<file path="config.mk">
export PLATFORM = sky130hd
export DESIGN_NAME = gpio_bank
export DESIGN_NICKNAME = d
export VERILOG_FILES = /design/src/rtl/gpio_pkg.sv /design/src/rtl/gpio_sync_edge.sv /design/src/rtl/gpio_regs.sv /design/src/rtl/gpio_pinmux.sv /design/src/rtl/gpio_bank.sv
export SDC_FILE = /design/constraint.sdc
export NUM_CORES = 1
export LEC_CHECK = 0
export ABC_AREA = 0
export BUFFER_PORTS_ARGS = -buffer_cell sky130_fd_sc_hd__buf_4
export CORE_ASPECT_RATIO = 0.9
export CORE_MARGIN = 1
export CORE_UTILIZATION = 25
export DETAILED_ROUTE_END_ITERATION = 6
export GPL_TIMING_DRIVEN = 0
export PLACE_DENSITY_LB_ADDON = 0.05
export SLEW_MARGIN = 5
export SYNTH_ARGS = -nofsm -noshare
export SYNTH_HDL_FRONTEND = slang
export SYNTH_SLANG_ARGS = --single-unit
export TNS_END_PERCENT = 20
</file>
<file path="constraint.sdc">
create_clock -name clk -period 1.9 [get_ports clk]
set_input_delay 0.19 -clock clk [delete_from_list [all_inputs] [get_ports clk]]
set_output_delay 0.19 -clock clk [all_outputs]
set_load 0.05 [all_outputs]
</file>
<file path="src/rtl/gpio_pkg.sv">
package gpio_pkg;

  typedef enum logic [3:0] {
    FN_LEVEL = 4'd0,
    FN_SET   = 4'd1,
    FN_CLR   = 4'd2,
    FN_DIR   = 4'd3,
    FN_RISE  = 4'd4,
    FN_FALL  = 4'd5,
    FN_STAT  = 4'd6,
    FN_AFLO  = 4'd7,
    FN_AFHI  = 4'd8
  } gpio_fn_e;

  typedef struct packed {
    logic       is_gpio;
    logic [1:0] slot;
  } af_sel_t;

  function automatic int words_for(input int pins);
    return (pins + 31) / 32;
  endfunction

  function automatic int sel_bits(input int words);
    return (words > 1) ? $clog2(words) : 1;
  endfunction

  // selector code to owner; dedicated pins swap codes 00 and 01
  function automatic af_sel_t af_decode(input logic [1:0] code, input logic ded);
    af_sel_t r;
    if (!ded) begin
      r.is_gpio = (code == 2'd0);
      r.slot    = code - 2'd1;
    end else begin
      r.is_gpio = (code == 2'd1);
      r.slot    = (code == 2'd0) ? 2'd0 : code - 2'd1;
    end
    return r;
  endfunction

  function automatic logic gpio_oe(input logic dir_bit, input logic ded);
    return dir_bit ^ ded;
  endfunction

endpackage

</file>
<file path="src/rtl/gpio_sync_edge.sv">
module gpio_sync_edge #(
  parameter int N = 64
) (
  input  logic         clk,
  input  logic         rst_n,
  input  logic [N-1:0] pad_in,
  output logic [N-1:0] level,
  output logic [N-1:0] rise_ev,
  output logic [N-1:0] fall_ev
);
  logic [N-1:0] s1_q, s2_q, s3_q;

  always_ff @(posedge clk or negedge rst_n) begin
    if (!rst_n) begin
      s1_q <= '0;
      s2_q <= '0;
      s3_q <= '0;
    end else begin
      s1_q <= pad_in;
      s2_q <= s1_q;
      s3_q <= s2_q;
    end
  end

  assign level   = s2_q;
  assign rise_ev = s2_q & ~s3_q;
  assign fall_ev = ~s2_q & s3_q;
endmodule

</file>
<file path="src/rtl/gpio_regs.sv">
module gpio_regs
  import gpio_pkg::*;
#(
  parameter int N      = 64,
  parameter int WORDS  = words_for(N),
  parameter int WSEL_W = sel_bits(WORDS),
  parameter int ADDR_W = 4 + WSEL_W
) (
  input  logic              clk,
  input  logic              rst_n,
  input  logic              bus_wr,
  input  logic [ADDR_W-1:0] bus_addr,
  input  logic [31:0]       bus_wdata,
  output logic [31:0]       bus_rdata,
  input  logic [N-1:0]      level,
  input  logic [N-1:0]      rise_ev,
  input  logic [N-1:0]      fall_ev,
  output logic [N-1:0]      lat,
  output logic [N-1:0]      dir,
  output logic [N-1:0][1:0] af,
  output logic [N-1:0]      status,
  output logic [N-1:0]      edge_hit,
  output logic [N-1:0]      set_hit,
  output logic [N-1:0]      clr_hit,
  output logic [N-1:0]      st_clr
);
  localparam int PADW = WORDS * 32;

  logic [3:0]        fn;
  logic [WSEL_W-1:0] wsel;
  logic [N-1:0]      rise_en_q, fall_en_q, dir_wr, rise_wr, fall_wr, af_wr;
  logic [N-1:0][1:0] af_new;

  assign fn   = bus_addr[ADDR_W-1:WSEL_W];
  assign wsel = bus_addr[WSEL_W-1:0];

  // per-pin write decode
  for (genvar p = 0; p < N; p++) begin : g_dec
    localparam int W = p / 32;
    localparam int B = p % 32;
    localparam int K = p % 16;
    localparam logic [3:0] AF_FN = (B < 16) ? 4'(FN_AFLO) : 4'(FN_AFHI);
    logic hit;
    assign hit        = bus_wr && (int'(wsel) == W);
    assign set_hit[p] = hit && (fn == FN_SET)  && bus_wdata[B];
    assign clr_hit[p] = hit && (fn == FN_CLR)  && bus_wdata[B];
    assign st_clr[p]  = hit && (fn == FN_STAT) && bus_wdata[B];
    assign dir_wr[p]  = hit && (fn == FN_DIR);
    assign rise_wr[p] = hit && (fn == FN_RISE);
    assign fall_wr[p] = hit && (fn == FN_FALL);
    assign af_wr[p]   = hit && (fn == AF_FN);
    assign af_new[p]  = bus_wdata[2*K +: 2];
  end

  assign edge_hit = (rise_ev & rise_en_q) | (fall_ev & fall_en_q);

  always_ff @(posedge clk or negedge rst_n) begin
    if (!rst_n) begin
      lat       <= '0;
      dir       <= '0;
      rise_en_q <= '0;
      fall_en_q <= '0;
      status    <= '0;
      af        <= '0;
    end else begin
      for (int p = 0; p < N; p++) begin
        if (set_hit[p])      lat[p] <= 1'b1;
        else if (clr_hit[p]) lat[p] <= 1'b0;
        if (dir_wr[p])  dir[p]       <= bus_wdata[p % 32];
        if (rise_wr[p]) rise_en_q[p] <= bus_wdata[p % 32];
        if (fall_wr[p]) fall_en_q[p] <= bus_wdata[p % 32];
        if (af_wr[p])   af[p]        <= af_new[p];
        status[p] <= edge_hit[p] | (status[p] & ~st_clr[p]);
      end
    end
  end

  // read path
  logic [PADW-1:0]             lvl_pad, dir_pad, rise_pad, fall_pad, st_pad;
  logic [WORDS-1:0][31:0]      aflo_w, afhi_w;
  logic [31:0]                 rd_word;

  assign lvl_pad  = PADW'(level);
  assign dir_pad  = PADW'(dir);
  assign rise_pad = PADW'(rise_en_q);
  assign fall_pad = PADW'(fall_en_q);
  assign st_pad   = PADW'(status);

  always_comb begin
    aflo_w = '0;
    afhi_w = '0;
    for (int p = 0; p < N; p++) begin
      if ((p % 32) < 16) aflo_w[p/32][2*(p%16) +: 2] = af[p];
      else               afhi_w[p/32][2*(p%16) +: 2] = af[p];
    end
  end

  always_comb begin
    rd_word = '0;
    if (int'(wsel) < WORDS) begin
      case (fn)
        FN_LEVEL: rd_word = lvl_pad[32*wsel +: 32];
        FN_DIR:   rd_word = dir_pad[32*wsel +: 32];
        FN_RISE:  rd_word = rise_pad[32*wsel +: 32];
        FN_FALL:  rd_word = fall_pad[32*wsel +: 32];
        FN_STAT:  rd_word = st_pad[32*wsel +: 32];
        FN_AFLO:  rd_word = aflo_w[wsel];
        FN_AFHI:  rd_word = afhi_w[wsel];
        default:  rd_word = '0;
      endcase
    end
  end

  assign bus_rdata = rd_word;
endmodule

</file>
<file path="src/rtl/gpio_pinmux.sv">
module gpio_pinmux
  import gpio_pkg::*;
#(
  parameter int           N        = 64,
  parameter logic [N-1:0] DED_MASK = '0
) (
  input  logic [N-1:0]      lat,
  input  logic [N-1:0]      dir,
  input  logic [N-1:0][1:0] af,
  input  logic [3*N-1:0]    per_out,
  input  logic [3*N-1:0]    per_oe,
  output logic [N-1:0]      is_gpio,
  output logic [N-1:0]      pad_out,
  output logic [N-1:0]      pad_oe
);
  for (genvar p = 0; p < N; p++) begin : g_pin
    af_sel_t    sel;
    logic [2:0] po, pe;
    assign sel        = af_decode(af[p], DED_MASK[p]);
    assign po         = per_out[3*p +: 3];
    assign pe         = per_oe[3*p +: 3];
    assign is_gpio[p] = sel.is_gpio;
    assign pad_out[p] = sel.is_gpio ? lat[p] : po[sel.slot];
    assign pad_oe[p]  = sel.is_gpio ? gpio_oe(dir[p], DED_MASK[p]) : pe[sel.slot];
  end
endmodule

</file>
<file path="src/rtl/gpio_bank.sv">
module gpio_bank
  import gpio_pkg::*;
#(
  parameter int           NUM_PINS = 64,
  parameter logic [NUM_PINS-1:0] DED_MASK = {4'hF, {(NUM_PINS-4){1'b0}}},
  parameter int           WORDS    = words_for(NUM_PINS),
  parameter int           WSEL_W   = sel_bits(WORDS),
  parameter int           ADDR_W   = 4 + WSEL_W
) (
  input  logic                  clk,
  input  logic                  rst_n,
  input  logic                  bus_wr,
  input  logic [ADDR_W-1:0]     bus_addr,
  input  logic [31:0]           bus_wdata,
  output logic [31:0]           bus_rdata,
  input  logic [NUM_PINS-1:0]   pad_in,
  output logic [NUM_PINS-1:0]   pad_out,
  output logic [NUM_PINS-1:0]   pad_oe,
  input  logic [3*NUM_PINS-1:0] per_out,
  input  logic [3*NUM_PINS-1:0] per_oe,
  output logic                  irq
);
  logic [NUM_PINS-1:0]      level, rise_ev, fall_ev;
  logic [NUM_PINS-1:0]      lat, dir, status, edge_hit, set_hit, clr_hit, st_clr, is_gpio;
  logic [NUM_PINS-1:0][1:0] af;

  gpio_sync_edge #(.N(NUM_PINS)) u_sync (
    .clk(clk), .rst_n(rst_n), .pad_in(pad_in),
    .level(level), .rise_ev(rise_ev), .fall_ev(fall_ev)
  );

  gpio_regs #(.N(NUM_PINS), .WORDS(WORDS), .WSEL_W(WSEL_W), .ADDR_W(ADDR_W)) u_regs (
    .clk(clk), .rst_n(rst_n), .bus_wr(bus_wr), .bus_addr(bus_addr),
    .bus_wdata(bus_wdata), .bus_rdata(bus_rdata),
    .level(level), .rise_ev(rise_ev), .fall_ev(fall_ev),
    .lat(lat), .dir(dir), .af(af), .status(status), .edge_hit(edge_hit),
    .set_hit(set_hit), .clr_hit(clr_hit), .st_clr(st_clr)
  );

  gpio_pinmux #(.N(NUM_PINS), .DED_MASK(DED_MASK)) u_mux (
    .lat(lat), .dir(dir), .af(af), .per_out(per_out), .per_oe(per_oe),
    .is_gpio(is_gpio), .pad_out(pad_out), .pad_oe(pad_oe)
  );

  assign irq = |status;
endmodule

</file>
==> impl_metrics.toml, run 1 <==
[global_routing]
grt-ovfl-total = 0
antenna_found_initial = 15
grt_first_pass_wirelength_um = 234400
first_global_vias = 27960
grt_use_total_pct = 27.10
grt_max_degree = 102

[die]
core-area_mm2 = 0.1230
io_pins = 649
fp.dieH_um = 336.2
initial_core_util_pct = 25.22
die_x_um = 373.3
dieArea_mm2 = 0.1255
num_rows = 122

[outcome]
status = "finished, violations left"
violations = "hold timing, setup timing"

[place]
post-place-ws_ns = -1.602
gp_congestion = 0.8787
dpl.hpwl_um = 133000
io_buffer_count = 646
dp_cells = 5181

[detailed_routing]
wirelength_um = 174300
vias_per_cell = 5.044
ant_nets = 0
vias = 28470
drtIter0Drc = 2210
wl_per_cell_um = 30.88
drc = 0
firstDrtPassIters = 5

[yosys]
synth_edf_count = 0
synthCells = 2915
synth_seq_cells = 640
async_flop_share_pct = 100.0
yosys.area.top_type_share_pct = 51.62
ys_warn_count = 0
synth_commonest_cells = "640 x dfrtp_1, 468 x nand2_1, 252 x o21ai_0, 229 x mux2i_1, 208 x mux2_2"
syn_area_mm2 = 0.03103
syn-num-nets = 3463
synth_cell_types = 58
yosys.area.top_type = "dfrtp_1"
synth.most_common_cell = "dfrtp_1"
synth-seq-area-share_pct = 51.62
ys_top_cells_by_area = "dfrtp_1 52%, mux2_2 7.5%, mux2i_1 7.4%"
synthFlopType = "dfrtp_1"
syn_avg_cell_area_um2 = 10.64

[clock_network]
htree_levels = 3
cts_root_buf = "clkbuf_16"
clkLatencyLatePin_ns = 0.67
cts_max_path_buffers = 3
clock-sinks = 640
clk_pin_slew_ns = 0.06
cts_made_buffers = 83
cts_tree = "built"

[critical_path]
critical_path_required_ns = 1.71
crit_fanout = 2
cp.arrival_ns = 2.58
cp-start-kind = "flip-flop"
end_kind = "primary output"
critPathKind = "reg2out"

[final_layout]
instances_no_fill = 5644
fin_util_pct = 38.07
area_growth_pct = 50.97
finalNetCount = 4507
drive_above_1_share_pct = 44.53
fillers = 12440

[sta]
finalHoldViolCount = 100
hold_ws_ns = -0.3756
setup_ws_ns = -0.8689
fmax_mhz = 361.2
grt_setup_unrepaired = "yes"
min_period_ns = 2.769
post-route-period-util_pct = 145.7
report.final.slew_viol_count = 0
worst_pin_slew_ns = 1.269
fin_worst_skew_ns = 0.02660
finalSetupViolations = 266
slew_headroom_pct = 15.42

[worst_hold_path]
hold_class = "in2async"

[power]
vdd_drop_max_uv = 689.3
power_mw = 56.96
pwr_density_cell_mw_per_mm2 = 1216
p_leak_nw = 20.61

[job]
maxCapViolCount = 0
[critical path, cell delays in order, from the launching register on]
cell and delay [ns]:
dfrtp_2 0.43, nor4_4 0.44, nand4_1 0.27, or4_4 0.60
buf_8 0.18
[metal layers]
metal  share of wire [%]  global-route usage [%]  up-vias
li1                    -                       -    12710
met3                 8.1                   7.718      185
met1                  45                   37.36    14500
met4                 2.5                   6.654        8
met2                  44                   41.52     1071
met5               0.085                  0.6792        -
[report_power, final]
group | internal (mW) | switching [mW]
Combinational | 9.84 | 12.6
Clock | 9.63 | 6.56
Sequential | 15.8 | 2.60
Total | 35.2 | 21.7
[registers in the layout, summed over array words and instances (netlist names)]
name,flops
u_regs.af,128
u_regs.dir,64
u_regs.fall_en_q,64
u_regs.lat,64
u_regs.rise_en_q,64
u_regs.status,64
u_sync.level,64
u_sync.s1_q,64
u_sync.s3_q,64
[kinds of logic (layout without fill, tap and decap cells)]
| logic type | count (synthesis) | after routing | synth area share (%) |
|---|---|---|---|
| AOI/OAI and AO/OA | 762 | 762 | 16.12 |
| adders and majority gates | 60 | 60 | 2.420 |
| buffers and inverters | 284 | 1393 | 3.742 |
| DFF | 640 | 640 | 51.62 |
| muxes | 477 | 477 | 17.04 |
| other | 0 | 8 | 0 |
| and+or+nand+nor | 692 | 692 | 9.057 |
[cell usage in the layout, fill, tap and decap left out, drive strengths merged, types with 3 or more instances in the layout]
master	count
o211ai	3
mux2	240
nand2b	7
a21o	64
a22oi	46
a221oi	43
nor2b	6
dfrtp	640
diode	8
mux2i	229
o2bb2ai	7
nor3	4
o21ai	252
a21oi	15
nor2	162
clkbuf	211
a22o	64
a211o	29
ha	60
a32oi	5
bufinv	5
o22ai	94
a31oi	121
nand4	4
clkinv	16
nand3b	5
dlygate4sd3	97
mux4	8
inv	122
a2bb2oi	3
a221o	6
clkinvlp	10
buf	932
and3b	4
nand2	468
nand3	3
nor4	18
[path summary, 6_finish.rpt]
check	cells past startpoint	start	slack [ns]	end
worst max register to register	4	u_regs.af[78]$_DFFE_PN0P_	0.69	u_regs.af[78]$_DFFE_PN0P_
worst min-delay path	3	rst_n	-0.38	u_regs.af[108]$_DFFE_PN0P_
min in group clk	2	pad_in[39]	0.17	u_sync.s1_q[39]$_DFF_PN0_
worst min register to register	0	u_sync.s1_q[58]$_DFF_PN0_	0.34	u_sync.level[58]$_DFF_PN0_
worst max-delay path	4	u_regs.status[20]$_DFF_PN0_	-0.87	irq
max in group asynchronous	7	rst_n	-0.11	u_sync.level[50]$_DFF_PN0_
[cell type report]
| cell class | instances | area [µm²] | share of cell area, % |
|---|---|---|---|
| buffer | 157 | 1002 | 2.140 |
| inverter | 126 | 596.8 | 1.274 |
| clock buffer | 123 | 2452 | 5.236 |
| tap | 1612 | 2017 | 4.306 |
| multi-input combinational | 1991 | 16020 | 34.20 |
| timing repair buffer | 960 | 8315 | 17.75 |
| antenna | 8 | 20.02 | 0.04274 |
| sequential | 640 | 16100 | 34.37 |
| clock inverter | 27 | 316.6 | 0.6758 |
[per-stage QoR]
stage / TNS (ns) / hold slack [ns] / cell area, µm²
final: -67.18 / -0.3756 / 46840
after floorplan: -35.65 / -0.1056 / 31130
after global placement: -5120.20 / 0.2999 / 38000
after CTS: -100.36 / 0.1251 / 45120
after global routing: -104.43 / -0.3044 / 46820
after detailed placement: -380.61 / 0.1681 / 38230
[what timing repair did]
| action | in CTS | in global routing |
|---|---|---|
| resized for setup | 668 | 307 |
| hold endpoints to repair | 417 | 154 |
| setup endpoints to repair | 369 | 450 |
| hold buffers | 98 | 2 |
| pin swaps | 85 | 113 |
| setup buffers | 113 | 94 |
(Power assumes the default switching activity.)
==> run 2, diff against run 1 <==
Settings changed: BUFFER_PORTS_ARGS -buffer_cell sky130_fd_sc_hd__buf_4 to unset, CAP_MARGIN set to 20, DONT_BUFFER_PORTS set to 1.
==> run 2 against run 1 <==
  * The run still ends with hold timing, setup timing left
  * Sequential power barely moved
  * Cell area fell by 7.7%
  * Sequential share of layout area rose by 2.9 points
  * First-iteration DRC count rose by 13%
  * Register-to-register slack improved by 0.08 ns
  * Flip-flop and latch count did not move
  * Critical path depth fell by 1
  * Setup slack improved by 0.032 ns
  * Hold slack got worse by 0.40 ns
  * Maximum frequency rose by 1.2%
  * Combinational power fell by 4%
  * Critical path type unchanged
  * Clock power barely moved
==> impl_metrics.toml, run 2 (synthesis results as in run 1) <==
[outcome]
status = "finished, violations left"
violations = "hold timing, setup timing"

[place]
dpl.hpwl_um = 129600
gp_congestion = 0.8968
io_buffer_count = 0
post_dp_cell_area_mm2 = 0.03336

[sta]
fin_worst_skew_ns = 0.02841
worst_pin_slew_ns = 1.272
grt_setup_unrepaired = "yes"
post-route-period-util_pct = 144.0
fmax_mhz = 365.4
hold_ws_ns = -0.7799
finalSetupTns_ns = -62.84
finalSetupViolations = 190
slew_headroom_pct = 15.18
finalHoldViolCount = 185
min_period_ns = 2.737
report.final.slew_viol_count = 0
setup_ws_ns = -0.8366

[global_routing]
grt_first_pass_wirelength_um = 237700
grt-ovfl-total = 0
antenna_found_initial = 39
first_global_vias = 26700
grt_use_total_pct = 27.57
grt_max_degree = 641

[worst_hold_path]
hold_class = "in2async"

[critical_path]
worst_path_dominant_cell_family = "simple AND/OR/NAND/NOR gates"
path_cells = "nor4_4 > nand4_1 > or4_4"
end_kind = "primary output"
cp.arrival_ns = 2.55
path_buf_inv = 0
crit_fanout = 3
critical_path_required_ns = 1.71
critPathKind = "reg2out"
slowest_delay_ns = 0.70
cp-start-kind = "flip-flop"
slowest_stage = "or4_4"

[final_layout]
regArea_mm2 = 0.01610
top_register = "u_regs.af"
fin_util_pct = 35.13
multi_input_area_mm2 = 0.01795
fillers = 12280
area_growth_pct = 39.30
drive_above_1_share_pct = 40.42
design_area_mm2 = 0.04322
layout.cells.most_common = "dfrtp_1"
final_cell_mix = "572 x dfrtp_1, 468 x nand2_1, 230 x buf_4, 204 x mux2_2, 186 x mux2i_1"
finalNetCount = 3880
largest_reg_flops = 128

[power]
p_int_mw = 33.45
p_seq_share_pct = 33.0
sw_frac_of_total_pct = 39.94
switching_power_mw = 22.25
p_leak_nw = 17.57
p_comb_share_pct = 38.6
pwr_density_cell_mw_per_mm2 = 1289
p_clk_share_pct = 28.5
vdd_drop_max_uv = 661.6

[clock_network]
cts_tree = "built"
clk_pin_slew_ns = 0.06
cts_root_buf = "clkbuf_16"
clkLatencyLatePin_ns = 0.67
cts_hold_buf = 96
cts_max_path_buffers = 3
clock-sinks = 640
cts_made_buffers = 81
htree_levels = 3

[die]
initial_core_util_pct = 25.22
dieArea_mm2 = 0.1255
die_x_um = 373.3
fp.dieH_um = 336.2
num_rows = 122
core-area_mm2 = 0.1230
io_pins = 649

[job]
maxCapViolCount = 0

[detailed_routing]
wirelength_um = 178500
vias_per_cell = 5.448
drc = 0
vias = 27390
firstDrtPassIters = 6
drtIter0Drc = 2508
ant_nets = 0
wl_per_cell_um = 35.51
[run 2: cell types whose count changed in the layout (fill, tap and decap cells not counted), moves of 41 or more]
cell,previous run,this run
buf_6,168,16
a31oi_2,2,109
o21ai_2,51,10
a31oi_1,116,7
o21ai_1,104,32
buf_4,699,230
o21ai_4,0,116
[run 2: routing by layer]
metal | global-route usage [%] | vias to the layer above | wire length [µm]
li1 | - | 11450 | -
met1 | 38.87 | 14480 | 80260
met2 | 42.32 | 1229 | 78510
met3 | 6.665 | 216 | 14950
met4 | 6.453 | 10 | 4750
met5 | 0 | - | 62
[run 2: path summary, 6_finish.rpt]
path | startpoint | to | slack, ns | cells past startpoint
setup / recovery | u_regs.status[41]$_DFF_PN0_ | irq | -0.84 | 3
hold / removal | rst_n | u_regs.lat[27]$_DFFE_PN0P_ | -0.78 | 0
setup reg to reg | u_regs.af[20]$_DFFE_PN0P_ | u_regs.af[20]$_DFFE_PN0P_ | 0.77 | 3
hold reg to reg | u_sync.s1_q[13]$_DFF_PN0_ | u_sync.level[13]$_DFF_PN0_ | 0.35 | 0
max in group asynchronous | rst_n | u_regs.status[16]$_DFF_PN0_ | 0.04 | 3
min in group clk | bus_wdata[29] | u_regs.af[93]$_DFFE_PN0P_ | 0.05 | 3
[run 2: stage by stage]
| step | total power [mW] | std cells | setup WS [ns] |
|---|---|---|---|
| 2_1_floorplan | 27.93 | 2915 | -0.3985 |
| 5_1_grt | 57.68 | 5016 | -0.8563 |
| 3_5_place_dp | 32.62 | 4543 | -1.558 |
| 3_3_place_gp | 32.14 | 4527 | -1.850 |
| 4_1_cts | 52.90 | 4883 | -0.8724 |
| 6_report | 55.70 | 5028 | -0.8366 |
[run 2: timing repair]
item                       in CTS  in global routing
setup endpoints to repair     355                419
resized for setup             697                329
pin swaps                      95                139
hold endpoints to repair      896                185
buffers inserted              102                116
[run 2: final cells by class]
class | count | share of cell area, %
inverters | 126 | 1.390
multi-input cells | 1991 | 41.53
clock inverters | 19 | 0.4458
diodes | 24 | 0.1390
flip-flops and latches | 640 | 37.25
repair buffers | 335 | 6.780
clock buffers | 124 | 5.747
plain buffers | 157 | 2.044
well taps | 1612 | 4.667
[run 2: power by group through the flow]
stage	registers (mW)	clock network (mW)	logic [mW]
6_report	18.4	15.9	21.5
2_1_floorplan	17.0	0	11.0
3_3_place_gp	18.4	0	13.8
3_5_place_dp	18.5	0	14.2
5_1_grt	18.6	16.7	22.4
4_1_cts	18.2	16.2	18.5
==> run 3, diff against run 2 <==
Settings changed: CORE_MARGIN 1 to 4, GPL_TIMING_DRIVEN 0 to unset, REMOVE_ABC_BUFFERS set to 1.
==> run 3 against run 2 <==
  * The flow finishes with violations (hold timing, slew limit, setup timing)
  * Clock skew down 0.0077 ns
  * Core utilization down 0.43 points
  * Via count down 7.4%
  * Highest routed layer unchanged
  * First-iteration DRC count fell by 37%
  * Critical path depth rose by 2
  * Combinational power is 10% lower
  * Routed wire length is 23% lower
  * Sequential power shrank 4%
  * Cell area is 1.2% lower
  * Sequential share of layout area grew 0.34 points
  * Non-clock buffer count grew 78
  * Clock-buffer cell count is 1 lower
==> impl_metrics.toml, run 3 (synthesis results as in run 1) <==
[die]
initial_core_util_pct = 25.22
num_rows = 122
die_x_um = 379.3
fp.dieH_um = 342.2
dieArea_mm2 = 0.1298
io_pins = 649
core-area_mm2 = 0.1230

[final_layout]
design_area_mm2 = 0.04270
drive_above_1_share_pct = 33.42
area_growth_pct = 37.61
largest_reg_flops = 128
finalNetCount = 3958
fin_util_pct = 34.70
fillers = 12320
regArea_mm2 = 0.01605
multi_input_area_mm2 = 0.01540
top_register = "u_regs.af"
final_cell_mix = "612 x dfrtp_1, 468 x nand2_1, 259 x buf_4, 208 x mux2i_1, 205 x mux2_2"
instances_no_fill = 5089
layout.cells.most_common = "dfrtp_1"

[clock_network]
htree_levels = 3
clock-sinks = 640
clk_pin_slew_ns = 0.05
cts_root_buf = "clkbuf_16"
cts_made_buffers = 81
cts_max_path_buffers = 3
clkLatencyLatePin_ns = 0.65
cts_tree = "built"

[outcome]
violations = "hold timing, slew limit, setup timing"
status = "finished, violations left"

[critical_path]
cp.arrival_ns = 2.51
cp-start-kind = "flip-flop"
critical_path_required_ns = 1.71
end_kind = "primary output"
crit_fanout = 2
critPathKind = "reg2out"

[global_routing]
first_global_vias = 26110
grt_max_degree = 641
grt_use_total_pct = 20.61
grt_first_pass_wirelength_um = 193500
antenna_found_initial = 13
grt-ovfl-total = 0

[sta]
finalHoldViolCount = 184
min_period_ns = 2.699
fmax_mhz = 370.6
hold_ws_ns = -0.1552
slew_headroom_pct = -6.449
worst_pin_slew_ns = 1.597
grt_setup_unrepaired = "yes"
finalSetupViolations = 167
setup_ws_ns = -0.7985
post-route-period-util_pct = 142.0
fin_worst_skew_ns = 0.02070
report.final.slew_viol_count = 201

[place]
post_dp_cell_area_mm2 = 0.03616
dpl.hpwl_um = 94850
gp_congestion = 0.7777
io_buffer_count = 0
dp_cells = 4731

[power]
vdd_drop_max_uv = 688.0
p_clk_share_pct = 29.9
p_seq_share_pct = 33.5
pwr_density_cell_mw_per_mm2 = 1238
switching_power_mw = 18.94
p_leak_nw = 18.24
p_comb_share_pct = 36.6
p_int_mw = 33.93
sw_frac_of_total_pct = 35.82

[detailed_routing]
vias_per_cell = 4.985
drtIter0Drc = 1578
firstDrtPassIters = 5
wl_per_cell_um = 27.12
wirelength_um = 138000
drc = 0
vias = 25370
ant_nets = 0

[job]
maxCapViolCount = 0

[worst_hold_path]
hold_class = "in2async"
## run 3: changes by cell type in the layout (fill, tap and decap cells not counted), sizes merged, moves of 3 or more
cell      previous run  this run
buf                306       473
clkbuf             214       123
clkinvlp             7         4
diode               24         6
inv                123       128
## run 3: routing by layer
layer | track usage (%) | up-vias | share of wire (%) | routed length [µm]
li1 | - | 11580 | - | -
met1 | 28.56 | 12990 | 46 | 63470
met2 | 33.39 | 644 | 47 | 64660
met3 | 4.179 | 148 | 5.2 | 7124
met4 | 4.216 | 8 | 2.0 | 2692
met5 | 0 | - | 0.035 | 48
## run 3: power groups by stage
stage	clock network (mW)	logic, mW	registers (mW)
6_report	15.8	19.3	17.7
2_1_floorplan	0	10.6	17.0
4_1_cts	16.4	18.4	17.7
3_5_place_dp	0	15.5	17.8
3_3_place_gp	0	15.3	17.7
5_1_grt	16.9	20.6	18.0
## run 3: critical path, cell delays in order (launching register included)
cell and delay (ns):
dfrtp_1 0.40, nor4_4 0.32, buf_4 0.15, nand4_1 0.28, or4_4 0.53, buf_8 0.17
## run 3: final cells by class
| class | instances | area share [%] |
|---|---|---|
| diodes | 6 | 0.03517 |
| clock buffers | 123 | 5.808 |
| clock inverters | 21 | 0.5304 |
| inverters | 126 | 1.119 |
| multi-input cells | 1991 | 36.06 |
| flip-flops and latches | 640 | 37.59 |
| well taps | 1612 | 4.724 |
| repair buffers | 570 | 14.13 |
## run 3: worst paths after layout
kind	startpoint	endpoint	slack (ns)	cells past startpoint
hold reg to reg	u_sync.s1_q[15]$_DFF_PN0_	u_sync.level[15]$_DFF_PN0_	0.34	0
min in group clk	bus_addr[4]	u_regs.lat[61]$_DFFE_PN0P_	0.08	4
setup / recovery	u_regs.status[36]$_DFF_PN0_	irq	-0.80	5
setup reg to reg	u_regs.fall_en_q[43]$_DFFE_PN0P_	u_regs.status[43]$_DFF_PN0_	0.76	4
hold / removal	rst_n	u_sync.s3_q[10]$_DFF_PN0_	-0.16	3
max in group asynchronous	rst_n	u_regs.dir[31]$_DFFE_PN0P_	-0.06	4
## run 3: per-stage QoR
stage          total power [mW]  TNS (ns)  worst slack (ns)
2_1_floorplan             27.55   -573.29            -3.957
3_3_place_gp              33.09    -1.651           -0.4343
3_5_place_dp              33.32    -1.735           -0.4724
4_1_cts                   52.44    -61.53           -0.8216
5_1_grt                   55.47   -120.24           -0.8615
6_report                  52.87    -50.42           -0.7985
## run 3: repair_timing
| action | 4_1_cts | 5_1_grt |
|---|---|---|
| gates resized for setup | 372 | 115 |
| pin swaps | 63 | 79 |
| hold endpoints to repair | 1152 | 201 |
| hold buffers | 96 | 3 |
| setup buffers | 39 | 74 |
| setup endpoints to repair | 161 | 345 |
